`src/rtl/vscan_pkg.sv`:
```
package vscan_pkg;

    // Phase of the scan: no visible pixel, fetch cycle, or hold cycle.
    typedef enum logic [1:0] {
        S_BLANK = 2'd0,
        S_FETCH = 2'd1,
        S_HOLD  = 2'd2
    } scan_state_t;

    // Colour layout inside a pixel byte.
    localparam int RED_HI = 5;
    localparam int GRN_HI = 3;
    localparam int BLU_HI = 1;

endpackage

```
`src/rtl/vscan_pipe.sv`:
```
module vscan_pipe #(
    parameter int DEPTH = 3,
    parameter int W     = 1
) (
    input  logic         clk,
    input  logic         rst_n,
    input  logic [W-1:0] din,
    output logic [W-1:0] dout
);

    logic [W-1:0] stage [DEPTH+1];

    always_comb stage[0] = din;

    for (genvar i = 0; i < DEPTH; i++) begin : g_stage
        always_ff @(posedge clk) begin
            if (!rst_n) begin
                stage[i+1] <= '0;
            end else begin
                stage[i+1] <= stage[i];
            end
        end
    end

    assign dout = stage[DEPTH];

endmodule

```
`src/rtl/vscan_addr.sv`:
```
module vscan_addr
    import vscan_pkg::*;
#(
    parameter int COL_W     = 10,
    parameter int LINE_W    = 9,
    parameter int PAGE_BITS = 9,
    parameter int H_ACTIVE  = 640,
    parameter int V_ACTIVE  = 480,
    localparam int ADDR_W   = LINE_W - 1 + PAGE_BITS
) (
    input  logic              clk,
    input  logic              rst_n,
    input  logic              vid_active,
    input  logic [COL_W-1:0]  dot_col,
    input  logic [LINE_W-1:0] scan_line,
    input  logic              line_end,
    output logic              visible,
    output logic              fetch_stb,
    output logic [ADDR_W-1:0] ram_addr
);

    scan_state_t state_q, state_d;
    logic [ADDR_W-1:0] addr_q;
    logic              in_range;
    logic              even_col;
    logic              take_fetch;

    // Range guards keep a misprogrammed timing source from reading
    // the free part of a page or lines past the frame.
    always_comb begin
        in_range   = (dot_col < COL_W'(H_ACTIVE)) && (scan_line < LINE_W'(V_ACTIVE));
        visible    = vid_active && in_range;
        even_col   = !dot_col[0];
        take_fetch = visible && even_col && !line_end;
    end

    // Next-state selection.
    always_comb begin
        state_d = S_BLANK;
        unique case (state_q)
            S_BLANK: begin
                if (take_fetch)               state_d = S_FETCH;
                else if (visible && !line_end) state_d = S_HOLD;
                else                          state_d = S_BLANK;
            end
            S_FETCH: begin
                if (take_fetch)               state_d = S_FETCH;
                else if (visible && !line_end) state_d = S_HOLD;
                else                          state_d = S_BLANK;
            end
            S_HOLD: begin
                if (take_fetch)               state_d = S_FETCH;
                else if (visible && !line_end) state_d = S_HOLD;
                else                          state_d = S_BLANK;
            end
            default: state_d = S_BLANK;
        endcase
    end

    // State register.
    always_ff @(posedge clk) begin
        if (!rst_n) begin
            state_q <= S_BLANK;
        end else begin
            state_q <= state_d;
        end
    end

    // Address register: stored line in the upper bits, stored column
    // in the page offset; loaded only on a fetch, held otherwise.
    always_ff @(posedge clk) begin
        if (!rst_n) begin
            addr_q <= '0;
        end else if (take_fetch) begin
            addr_q <= {scan_line[LINE_W-1:1], PAGE_BITS'(dot_col[COL_W-1:1])};
        end
    end

    // Outputs decoded from the state.
    always_comb begin
        fetch_stb = 1'b0;
        unique case (state_q)
            S_BLANK: fetch_stb = 1'b0;
            S_FETCH: fetch_stb = 1'b1;
            S_HOLD:  fetch_stb = 1'b0;
            default: fetch_stb = 1'b0;
        endcase
        ram_addr = addr_q;
    end

endmodule

```
`src/rtl/vscan_pix.sv`:
```
module vscan_pix #(
    parameter int PIX_W = 8,
    parameter int RGB_W = 6
) (
    input  logic             clk,
    input  logic             rst_n,
    input  logic             data_ok,
    input  logic [PIX_W-1:0] ram_rdata,
    input  logic             show,
    output logic [RGB_W-1:0] rgb_out
);

    logic [RGB_W-1:0] pix_q;

    // Only the colour bits are kept; the upper byte bits are dropped.
    always_ff @(posedge clk) begin
        if (!rst_n) begin
            pix_q <= '0;
        end else if (data_ok) begin
            pix_q <= ram_rdata[RGB_W-1:0];
        end
    end

    assign rgb_out = show ? pix_q : '0;

endmodule

```
`src/rtl/vscan_top.sv`:
```
module vscan_top #(
    parameter int COL_W     = 10,
    parameter int LINE_W    = 9,
    parameter int PAGE_BITS = 9,
    parameter int H_ACTIVE  = 640,
    parameter int V_ACTIVE  = 480,
    parameter int PIX_W     = 8,
    parameter int RGB_W     = 6,
    parameter int RAM_LAT   = 1,
    localparam int ADDR_W   = LINE_W - 1 + PAGE_BITS
) (
    input  logic              clk,
    input  logic              rst_n,
    input  logic              vid_active,
    input  logic [COL_W-1:0]  dot_col,
    input  logic [LINE_W-1:0] scan_line,
    input  logic              line_end,
    input  logic [PIX_W-1:0]  ram_rdata,
    output logic [ADDR_W-1:0] ram_addr,
    output logic              fetch_stb,
    output logic [RGB_W-1:0]  rgb_out
);

    // Address register, RAM latency, then the pixel latch.
    localparam int SHOW_DEPTH = RAM_LAT + 2;

    logic visible;
    logic data_ok;
    logic show_d;

    vscan_addr #(
        .COL_W     (COL_W),
        .LINE_W    (LINE_W),
        .PAGE_BITS (PAGE_BITS),
        .H_ACTIVE  (H_ACTIVE),
        .V_ACTIVE  (V_ACTIVE)
    ) u_addr (
        .clk        (clk),
        .rst_n      (rst_n),
        .vid_active (vid_active),
        .dot_col    (dot_col),
        .scan_line  (scan_line),
        .line_end   (line_end),
        .visible    (visible),
        .fetch_stb  (fetch_stb),
        .ram_addr   (ram_addr)
    );

    vscan_pipe #(.DEPTH(RAM_LAT), .W(1)) u_stb_pipe (
        .clk   (clk),
        .rst_n (rst_n),
        .din   (fetch_stb),
        .dout  (data_ok)
    );

    vscan_pipe #(.DEPTH(SHOW_DEPTH), .W(1)) u_show_pipe (
        .clk   (clk),
        .rst_n (rst_n),
        .din   (visible),
        .dout  (show_d)
    );

    vscan_pix #(.PIX_W(PIX_W), .RGB_W(RGB_W)) u_pix (
        .clk       (clk),
        .rst_n     (rst_n),
        .data_ok   (data_ok),
        .ram_rdata (ram_rdata),
        .show      (show_d),
        .rgb_out   (rgb_out)
    );

endmodule

```
`config.mk`:
```
export PLATFORM = sky130hd
export DESIGN_NAME = vscan_top
export DESIGN_NICKNAME = d
export VERILOG_FILES = /design/src/rtl/vscan_pkg.sv /design/src/rtl/vscan_pipe.sv /design/src/rtl/vscan_addr.sv /design/src/rtl/vscan_pix.sv /design/src/rtl/vscan_top.sv
export SDC_FILE = /design/constraint.sdc
export NUM_CORES = 1
export LEC_CHECK = 0
export ABC_AREA = 1
export BUFFER_PORTS_ARGS = -buffer_cell sky130_fd_sc_hd__clkbuf_2
export CORE_MARGIN = 5
export CORE_UTILIZATION = 30
export CTS_CLUSTER_SIZE = 28
export DETAILED_ROUTE_END_ITERATION = 6
export PLACE_DENSITY = 0.56
export SLEW_MARGIN = 30
export SYNTH_ARGS = -nofsm -noshare
export SYNTH_HDL_FRONTEND = slang
export SYNTH_SLANG_ARGS = --single-unit
```
`constraint.sdc`:
```
create_clock -name clk -period 1.2 [get_ports clk]
set_input_delay 0.24 -clock clk [delete_from_list [all_inputs] [get_ports clk]]
set_output_delay 0.24 -clock clk [all_outputs]
set_load 0.01 [all_outputs]
```
* Word-level counts from Yosys, hierarchy flattened *
Index checks and enable logic that the tools add are counted.

storage, ports and cells
  flip-flop bits (word level) = 29
  logic and storage cells = 29

cells by class
  magnitude comparators = 2
  eq/ne operators = 2
  muxes and demuxes = 4
  bitwise gates (word level) = 2
  reductions and logical operators = 11

operators by type and width
  operator                                            count
  less-than comparator 10 bit, second input constant  1
  less-than comparator 9 bit, second input constant   1
  two-way mux 6 bit                                   1
  OR reduction 3 bit                                  2
  logical AND 1 bit                                   5
  == test 2 x 1 -> 1 bit, second input constant       1
  == test 2 bit, second input constant                1
  logical NOT 1 bit                                   2
  logical NOT 2 bit                                   1
  two-way mux 1 bit                                   2
  two-way mux 2 bit                                   1
  inverter 1 bit                                      2
  AND reduction 2 bit                                 1

* Longest topological paths before layout *
Gate-level depths: netlist of the first run.

  word-level depth = 6
  mapped depth = 8

* Cells and area by module *
A second synthesis of the first run with hierarchy kept.

second synthesis, totals
  cell total of the unflattened synthesis = 188
  area total of the unflattened synthesis = 1244.9 um^2

modules (own cells, without submodules)
  module                     times used  cells an instance  area an instance (um^2)  seq. area each (um^2)
  vscan_addr                 1           127                833.3                    380.4
  vscan_pix                  1           49                 301.5                    120.1
  vscan_pipe at u_show_pipe  1           9                  82.6                     60.1
  vscan_pipe at u_stb_pipe   1           3                  27.5                     20.0

* Least setup slack after synthesis of the first run *
Ideal clock, no wire load.

  path kind = input to register
  start point = in line_end
  end point = reg u_addr.addr_q[16], in the netlist u_addr.ram_addr[16]
  arrival = 936 ps
  path slack = 154 ps
  stages = 5
  cells stage by stage = nor2_4 > clkbuf_1 > nand4_1 > nand2_1 > nor2_1

on the way
  word-level cells in the longest chain between the ends = 2

RTL lines
  what                  RTL line          text
  from (decl)           vscan_top.sv:17   input logic line_end,
  logical NOT 1 bit     vscan_addr.sv:34  take_fetch = visible && even_col && !line_end;
  logical AND 1 bit     vscan_addr.sv:34
  to (signal assigned)  vscan_addr.sv:75  addr_q <= {scan_line[LINE_W-1:1], PAGE_BITS'(dot_col[COL_W-1:1])};
  to (decl)             vscan_addr.sv:23  logic [ADDR_W-1:0] addr_q;

Every way passes these cells.
A chain may end at the register's enable or synchronous reset.

* Final worst setup path of the first run *
  start point = reg u_show_pipe.stage (netlist bit u_show_pipe.dout)
  end point = out rgb_out[0]

on the way
  word-level cells in the longest chain between the ends = 1

RTL lines
  what                               RTL line          text
  from (decl)                        vscan_pipe.sv:11  logic [W-1:0] stage [DEPTH+1];
  from (signal, indexed assignment)  vscan_pipe.sv:20  stage[i+1] <= stage[i];
  two-way mux 6 bit                  vscan_pix.sv:24   assign rgb_out = show ? pix_q : '0;
  to (decl)                          vscan_top.sv:21   output logic [RGB_W-1:0] rgb_out

Every way passes these cells.

==> flow_summary.toml, run 1 <==
[logic_synthesis]
synth-seq-cells = 29
synth_cell_types = 14
synth_area_leaders = "dfxtp_1 (43%), inv_1 (17%), nand2_1 (13%)"
seq_area_frac_synth = 0.428
yosysTopAreaCell = "dfxtp_1"
avgSynthCellArea_um2 = 6.53
syn_nets = 239
syn_area_um2 = 1360
yosys_warnings = 0
synth_top_area_frac = 0.428
syn_inst = 208

[floorplanning]
start_util = 0.310
die-area_um2 = 5970
coreArea_um2 = 4380
row_count = 24
die_w_um = 77.3
io_pins = 55
dieHeight_um = 77.3

[cells_and_area]
fin_nets = 298
diodes = 0
final_layout_size_suffix_gt1_frac = 0.257
post-route-util = 0.406
fin_cells = 320
area_growth_pct = 31.2
mostFrequentLayoutCells = "inv_1 (63), clkbuf_2 (50), nand2_1 (46), nor2_1 (34), dfxtp_1 (28)"
final_common_cell = "inv_1"

[timing]
period_minus_slack_ps = 1130
rsz0062_at_grt = "false"
max_slew_margin = 0.853
fmax_mhz = 886
setup_viol = 0
worstMarginPinSlew_ps = 220
fin_setup_tns_ps = 0
fin_skew_ps = 4.76
hold_ws_ps = 176
setup_ws_ps = 71.9
drv_slew = 0
post-route-period-util = 0.940
final_hold_viol_count = 0

[critical_path]
required_ps = 960
r2r_setup_slack_ps = 360
cp_data_arrival_time_ps = 890
cp_slowest_cell = "dfxtp_2"
crit_path_end_kind = "output pin"
critPathMaxStageDelay_ps = 380
path_cells = "nand2_1 -> inv_1 -> clkbuf_2"
rr_worst_depth = 3
worst_setup_path_start_kind = "flip-flop"
r2r-start = "u_stb_pipe.dout"
worst-path-max-fanout = 6
rr_endpoint = "u_pix.pix_q[0]"
crit_type = "reg2out"

[placement]
dp_slack_ps = 25.9
hpwl_um = 2310
routabilityCongestion = 0.732
port_buffers = 51
dpl.cell_count = 312

[routing]
routed_wl_um = 3050
drtAntennaViolNets = 0
drcViolationCount = 0
drtIter0Drc = 36
wl_per_cell_um = 9.53
viasPerCell = 4.04
via_count = 1293
drt_pass1_iterations = 4

[clocking]
clk_latency_ps = 270
htreeDepth = 2
clock_tree.buffer_depth = 2
cts_tree = "yes"
clk_pin_slew_worst_paths_ps = 60
cts_root_buffer = "clkbuf_8"
numCtsBuffers = 5
cts.sinks = 29
holdBufCountCts = 0
post-cts-setup-buffer-count = 0

[global_routing]
met2_usage = 0.161
grt_usage = 0.107
met3_usage = 0.0386
grt_most_used_layer = "met2"
grt_pass1_vias = 1236
grtUsageMet1 = 0.140
grt_max_degree = 18
overflow = 0
grt_pass1_wl_um = 5300
antenna_found_initial = 0

[power_and_ir_drop]
vdd_drop_max_mv = 0.614
p_leak_nw = 1.06
p_per_area_nw_per_um2 = 1140

[run_status]
status = "finished clean"

[worst_hold_path]
min_from = "dot_col[0]"
hold_path.class = "in2reg"
holdPathStages = 2
whs_endpoint = "u_addr.state_q[0]"

[job]
max_cap_viol_count = 0
flip-flops by register name, summed over array words and instances (netlist names):
name / cells
u_addr.state_q: 2
u_pix.pix_q: 6
u_addr.ram_addr: 17
u_show_pipe.stage: 2
u_stb_pipe.dout: 1
u_show_pipe.dout: 1
repair_timing:
item,4_1_cts,5_1_grt
endpoints found under the setup margin,6,1
gates resized for setup,1,1
hold endpoints to repair,0,0
cell usage after synthesis:
library cell and instances:
nor2_4 2, a21oi_1 1, inv_1 63, buf_6 1
buf_2 3, clkbuf_1 3, nand4_1 17, o21ai_4 1
o21ai_0 6, nor2_1 34, dfxtp_1 29, nand2_1 46
nand3_4 1, nor3_1 1
cells by family (layout without fill, tap and decap cells):
kind of cell,after synthesis,in the layout,synth area share
buf+inv,70,130,0.202
flops,29,29,0.428
simple gates,101,101,0.333
compound gates,8,8,0.0378
power breakdown:
group	internal (mW)	switching, mW
registers	0.997	0.0155
clock network	0.411	0.339
logic	0.116	0.153
total	1.52	0.508
critical path: cells and delay by family, from the launching register on:
family	cells	cell delay, ps
flops	1	380
buf+inv	2	170
simple gates	1	70
how the worst max path moves through the flow:
stage,start,endpoint,slack (ps),cells past startpoint
2_1_floorplan,line_end,u_addr.ram_addr[16],150,5
3_3_place_gp,dot_col[7],u_addr.state_q[1],60,7
3_5_place_dp,dot_col[7],u_addr.state_q[0],30,7
4_1_cts,u_addr.state_q[0],fetch_stb,30,3
5_1_grt,u_show_pipe.dout,rgb_out[5],3,3
6_report,u_show_pipe.dout,rgb_out[0],70,3
cell type report:
| cell class | instances | area [µm²] |
|---|---|---|
| clock buffer | 8 | 80.1 |
| tap | 52 | 65.1 |
| fill | 492 | 2600 |
| timing repair buffer | 59 | 315 |
| multi-input combinational | 109 | 503 |
| inverter | 63 | 236 |
| sequential | 29 | 582 |
metal layers:
| layer | vias up | part of all wire |
|---|---|---|
| met5 | - | 0 |
| met4 | 0 | 0.010 |
| met3 | 4 | 0.063 |
| met2 | 36 | 0.41 |
| met1 | 532 | 0.51 |
| li1 | 721 | - |
metrics by stage:
stage | instance area [µm²] | power (mW)
2_1_floorplan | 1360 | 1.19
3_5_place_dp | 1700 | 1.31
5_1_grt | 1780 | 2.15
4_1_cts | 1780 | 2.08
6_report | 1780 | 2.03
3_3_place_gp | 1700 | 1.30
(Power assumes the default switching activity.)
==> inputs of run 2 (changes only) <==
--- a/config.mk
+++ b/config.mk
@@ -7,11 +7,12 @@
 export LEC_CHECK = 0
 export ABC_AREA = 1
 export BUFFER_PORTS_ARGS = -buffer_cell sky130_fd_sc_hd__clkbuf_2
-export CORE_MARGIN = 5
-export CORE_UTILIZATION = 30
+export CELL_PAD_IN_SITES_DETAIL_PLACEMENT = 0
+export CELL_PAD_IN_SITES_GLOBAL_PLACEMENT = 2
+export CORE_UTILIZATION = 24
 export CTS_CLUSTER_SIZE = 28
 export DETAILED_ROUTE_END_ITERATION = 6
-export PLACE_DENSITY = 0.56
+export PLACE_DENSITY = 0.8
 export SLEW_MARGIN = 30
 export SYNTH_ARGS = -nofsm -noshare
 export SYNTH_HDL_FRONTEND = slang
==> run 2 against run 1 <==
Compared with the run above: flip-flop and latch count is the same; critical endpoint is now rgb_out[5]; design area grew 3.4%; worst hold slack lost 11 ps; critical path type unchanged; clock power grew 19%; total power grew 7.5%; worst setup slack lost 2.0 ps; global-route usage grew 0.96 points; final cell count grew 6.3%; maximum frequency shrank 0.18%; register-to-register slack is essentially flat.
==> flow_summary.toml, run 2 (synthesis results as in run 1) <==
[cells_and_area]
post-route-util = 0.337
largest_register_ffs = 17
diodes = 0
area_growth_pct = 35.8
fin_cells = 340
fin_nets = 298
mostFrequentLayoutCells = "inv_1 (63), clkbuf_2 (51), nand2_1 (46), nor2_1 (34), dfxtp_1 (28)"
nFillCells = 623
design_area_um2 = 1840
final_layout_size_suffix_gt1_frac = 0.269
final_common_cell = "inv_1"

[global_routing]
met2_usage = 0.181
grt_usage = 0.116
grtUsageMet1 = 0.141
grt_pass1_vias = 1194
overflow = 0
grt_pass1_wl_um = 5400
grt_max_degree = 18
grt_most_used_layer = "met2"
antenna_found_initial = 0
met3_usage = 0.0524

[routing]
drt_pass1_iterations = 4
via_count = 1312
drcViolationCount = 0
wl_per_cell_um = 9.20
viasPerCell = 3.86
routed_wl_um = 3130
drtIter0Drc = 43
drtAntennaViolNets = 0

[timing]
period_minus_slack_ps = 1130
setup_ws_ps = 69.9
rsz0062_at_grt = "false"
fin_setup_tns_ps = 0
fmax_mhz = 885
worstMarginPinSlew_ps = 275
final_hold_viol_count = 0
hold_ws_ps = 165
setup_viol = 0
max_slew_margin = 0.816
post-route-period-util = 0.942
drv_slew = 0
fin_skew_ps = 4.43

[clocking]
clk_latency_ps = 280
htreeDepth = 2
clk_pin_slew_worst_paths_ps = 70
cts_root_buffer = "clkbuf_8"
cts_tree = "yes"
clock_tree.buffer_depth = 2
cts.sinks = 29
post-cts-setup-buffer-count = 0
numCtsBuffers = 5

[floorplanning]
dieHeight_um = 77.2
row_count = 27
die_w_um = 77.2
io_pins = 55
coreArea_um2 = 5470
start_util = 0.248
die-area_um2 = 5960

[placement]
placed_area_um2 = 1740
port_buffers = 51
routabilityCongestion = 0.664
hpwl_um = 2290
dpl.cell_count = 332
dp_slack_ps = -20.1

[critical_path]
crit_path_end_kind = "output pin"
required_ps = 960
worst-path-max-fanout = 6
worst_setup_path_start_kind = "flip-flop"
cp_data_arrival_time_ps = 890
crit_type = "reg2out"

[power_and_ir_drop]
finalPower_mw = 2.18
p_per_area_nw_per_um2 = 1180
p_leak_nw = 1.08
vdd_drop_max_mv = 0.458

[job]
max_cap_viol_count = 0

[worst_hold_path]
hold_path.class = "in2reg"

[run_status]
status = "finished clean"
## run 2: layout make-up
class / count / area (µm²) / share of cell area
clock buffer: 7 / 96.3 / 0.0523
multi-input combinational: 109 / 503 / 0.273
timing repair buffer: 59 / 328 / 0.178
tap: 72 / 90.1 / 0.0489
sequential: 29 / 584 / 0.317
inverter: 63 / 236 / 0.128
clock inverter: 1 / 5.00 / 0.00272
## run 2: final timing paths
| check | from | to | slack [ps] | depth (start not counted) |
|---|---|---|---|---|
| worst max register to register | u_stb_pipe.dout | u_pix.pix_q[5] | 370 | 3 |
| worst min-delay path | dot_col[0] | u_addr.state_q[0] | 160 | 2 |
| worst min register to register | u_show_pipe.stage[2] | u_show_pipe.stage[1] | 410 | 2 |
| worst max-delay path | u_show_pipe.dout | rgb_out[5] | 70 | 3 |
## run 2: report_power, final
part           switching [mW]  internal (mW)  leakage [nW]
Clock                   0.377          0.518        0.0542
Combinational           0.157          0.121         0.785
Sequential             0.0170          0.994         0.236
Total                   0.551           1.63          1.08
## run 2: layer usage
| layer | wire length (µm) | part of all wire |
|---|---|---|
| met2 | 1410 | 0.45 |
| met5 | 0 | 0 |
| met3 | 180 | 0.058 |
| met1 | 1500 | 0.48 |
| met4 | 34 | 0.011 |
## run 2: what timing repair did
action / 4_1_cts / 5_1_grt
hold endpoints to repair: 0 / 0
hold buffers: 0 / 0
cloned: 0 / 0
resized for setup: 1 / 1
setup endpoints to repair: 6 / 5
## run 2: critical path: stages (launching register included)
cell and delay, ps:
dfxtp_4 380, nand2_1 60, inv_1 50, clkbuf_2 120
==> inputs of run 3 (changes only) <==
--- a/config.mk
+++ b/config.mk
@@ -12,7 +12,8 @@
 export CORE_UTILIZATION = 24
 export CTS_CLUSTER_SIZE = 28
 export DETAILED_ROUTE_END_ITERATION = 6
-export PLACE_DENSITY = 0.8
+export MAX_ROUTING_LAYER = met4
+export PLACE_DENSITY = 0.74
 export SLEW_MARGIN = 30
 export SYNTH_ARGS = -nofsm -noshare
 export SYNTH_HDL_FRONTEND = slang
==> constraint.sdc (replaced) <==
create_clock -name clk -period 1.19 [get_ports clk]
set_input_delay 0.238 -clock clk [delete_from_list [all_inputs] [get_ports clk]]
set_output_delay 0.238 -clock clk [all_outputs]
set_load 0.01 [all_outputs]
==> run 3 against run 2 <==
Compared with the run above: non-clock buffer count grew 2; global-route usage shrank 0.52 points; final cell count grew 0.59%; wire length shrank 3.7%; via count shrank 1.8%; worst setup slack lost 11 ps; core utilization grew 0.34 points; critical path depth is the same; clock power grew 18%; combinational power is essentially flat; clock skew shrank 3.0 ps; sequential share of layout area shrank 0.45 points; critical path type unchanged; largest power group is now the clock network; highest routed layer unchanged.
==> flow_summary.toml, run 3 (synthesis results as in run 1) <==
[cells_and_area]
nFillCells = 634
fin_nets = 300
final_common_cell = "inv_1"
diodes = 0
fin_cells = 342
post-route-util = 0.340
largest_register_ffs = 17
area_growth_pct = 37.1
final_layout_size_suffix_gt1_frac = 0.274
design_area_um2 = 1860
mostFrequentLayoutCells = "inv_1 (63), clkbuf_2 (51), nand2_1 (46), nor2_1 (34), dfxtp_1 (28)"

[placement]
hpwl_um = 2310
dpl.cell_count = 334
port_buffers = 51
placed_area_um2 = 1740
dp_slack_ps = -66.5
routabilityCongestion = 0.676

[routing]
via_count = 1288
drt_pass1_iterations = 4
drtIter0Drc = 22
routed_wl_um = 3010
drtAntennaViolNets = 0
drcViolationCount = 0
viasPerCell = 3.77
wl_per_cell_um = 8.81

[critical_path]
worst_setup_path_start_kind = "flip-flop"
cp_data_arrival_time_ps = 890
path_cells = "nand2_1 -> inv_1 -> clkbuf_2"
crit_type = "reg2out"
critPathMaxStageDelay_ps = 380
crit_path_end_kind = "output pin"
worst-path-max-fanout = 6
cp_slowest_cell = "dfxtp_2"
required_ps = 950

[global_routing]
grt_max_degree = 18
grt_pass1_vias = 1150
grt_pass1_wl_um = 5020
antenna_found_initial = 0
overflow = 0
grt_usage = 0.111

[power_and_ir_drop]
sw_frac_of_total = 0.234
p_clk_frac = 0.450
seqPwrFrac = 0.433
finalPower_mw = 2.36
p_per_area_nw_per_um2 = 1270
internal_power_mw = 1.81
vdd_drop_max_mv = 0.390
p_leak_nw = 1.08
comb_power_share = 0.117
switching_power_uw = 553

[floorplanning]
die_w_um = 77.2
start_util = 0.248
row_count = 27
die-area_um2 = 5960
dieHeight_um = 77.2
coreArea_um2 = 5470
io_pins = 55

[clocking]
cts.sinks = 29
post-cts-setup-buffer-count = 0
clk_latency_ps = 270
cts_root_buffer = "clkbuf_8"
htreeDepth = 2
clk_pin_slew_worst_paths_ps = 70
numCtsBuffers = 5
cts_tree = "yes"
clock_tree.buffer_depth = 2

[timing]
max_slew_margin = 0.803
rsz0062_at_grt = "false"
worstMarginPinSlew_ps = 294
setup_ws_ps = 59.1
setup_viol = 0
fin_skew_ps = 1.41
period_minus_slack_ps = 1130
post-route-period-util = 0.950
final_hold_viol_count = 0
fmax_mhz = 884
drv_slew = 0

[job]
max_cap_viol_count = 0

[run_status]
status = "finished clean"

[worst_hold_path]
hold_path.class = "in2reg"
[run 3: cell types whose count changed in the layout (fill, tap and decap cells not counted), sizes merged]
cell and change:
clkinv -1, clkbuf -1, clkinvlp +1, bufinv +1, buf +2
[run 3: what timing repair did]
item | in CTS | in global routing
endpoints found under the hold margin | 0 | 0
setup endpoints to repair | 6 | 0
gates resized for setup | 1 | 0
hold buffers | 0 | 0
[run 3: area by class of cell]
cell class | count | area [µm²] | area share
clock inverters | 2 | 37.5 | 0.0202
multi-input cells | 109 | 503 | 0.270
clock buffers | 6 | 82.6 | 0.0444
inverters | 63 | 236 | 0.127
flip-flops and latches | 29 | 582 | 0.312
well taps | 72 | 90.1 | 0.0484
repair buffers | 61 | 330 | 0.177
[run 3: stage by stage]
step                      TNS [ps]  hold slack, ps
after floorplan                  0             310
after global placement        -723             394
after detailed placement      -841             404
after CTS                        0             155
after global routing             0             167
final                            0             166
[run 3: power groups by stage]
| stage | sequential (mW) | combinational, mW | clock [mW] |
|---|---|---|---|
| after floorplan | 1.05 | 0.143 | 0 |
| after CTS | 1.02 | 0.282 | 1.11 |
| after global routing | 1.02 | 0.318 | 1.14 |
| after detailed placement | 1.04 | 0.281 | 0 |
| final | 1.02 | 0.277 | 1.06 |
| after global placement | 1.04 | 0.282 | 0 |
[run 3: routing by layer]
metal | GRT usage | vias up | wire length [µm]
met2 | 0.160 | 31 | 1280
met5 | - | - | 0
met1 | 0.142 | 532 | 1550
met3 | 0.0357 | 2 | 157
li1 | - | 723 | -
met4 | 0.0453 | 0 | 21
[run 3: critical path: cells and delay by family, from the launching register on]
kind	cells	cell delay [ps]
flip-flops	1	380
buffers and inverters	2	170
AND/OR/NAND/NOR	1	70
[run 3: path summary, 6_finish.rpt]
check,start,end,slack [ps],cells past startpoint
hold / removal,dot_col[0],u_addr.state_q[0],170,2
setup / recovery,u_show_pipe.dout,rgb_out[5],60,3
hold reg to reg,u_show_pipe.stage[1],u_show_pipe.dout,410,2
setup reg to reg,u_stb_pipe.dout,u_pix.pix_q[5],360,3
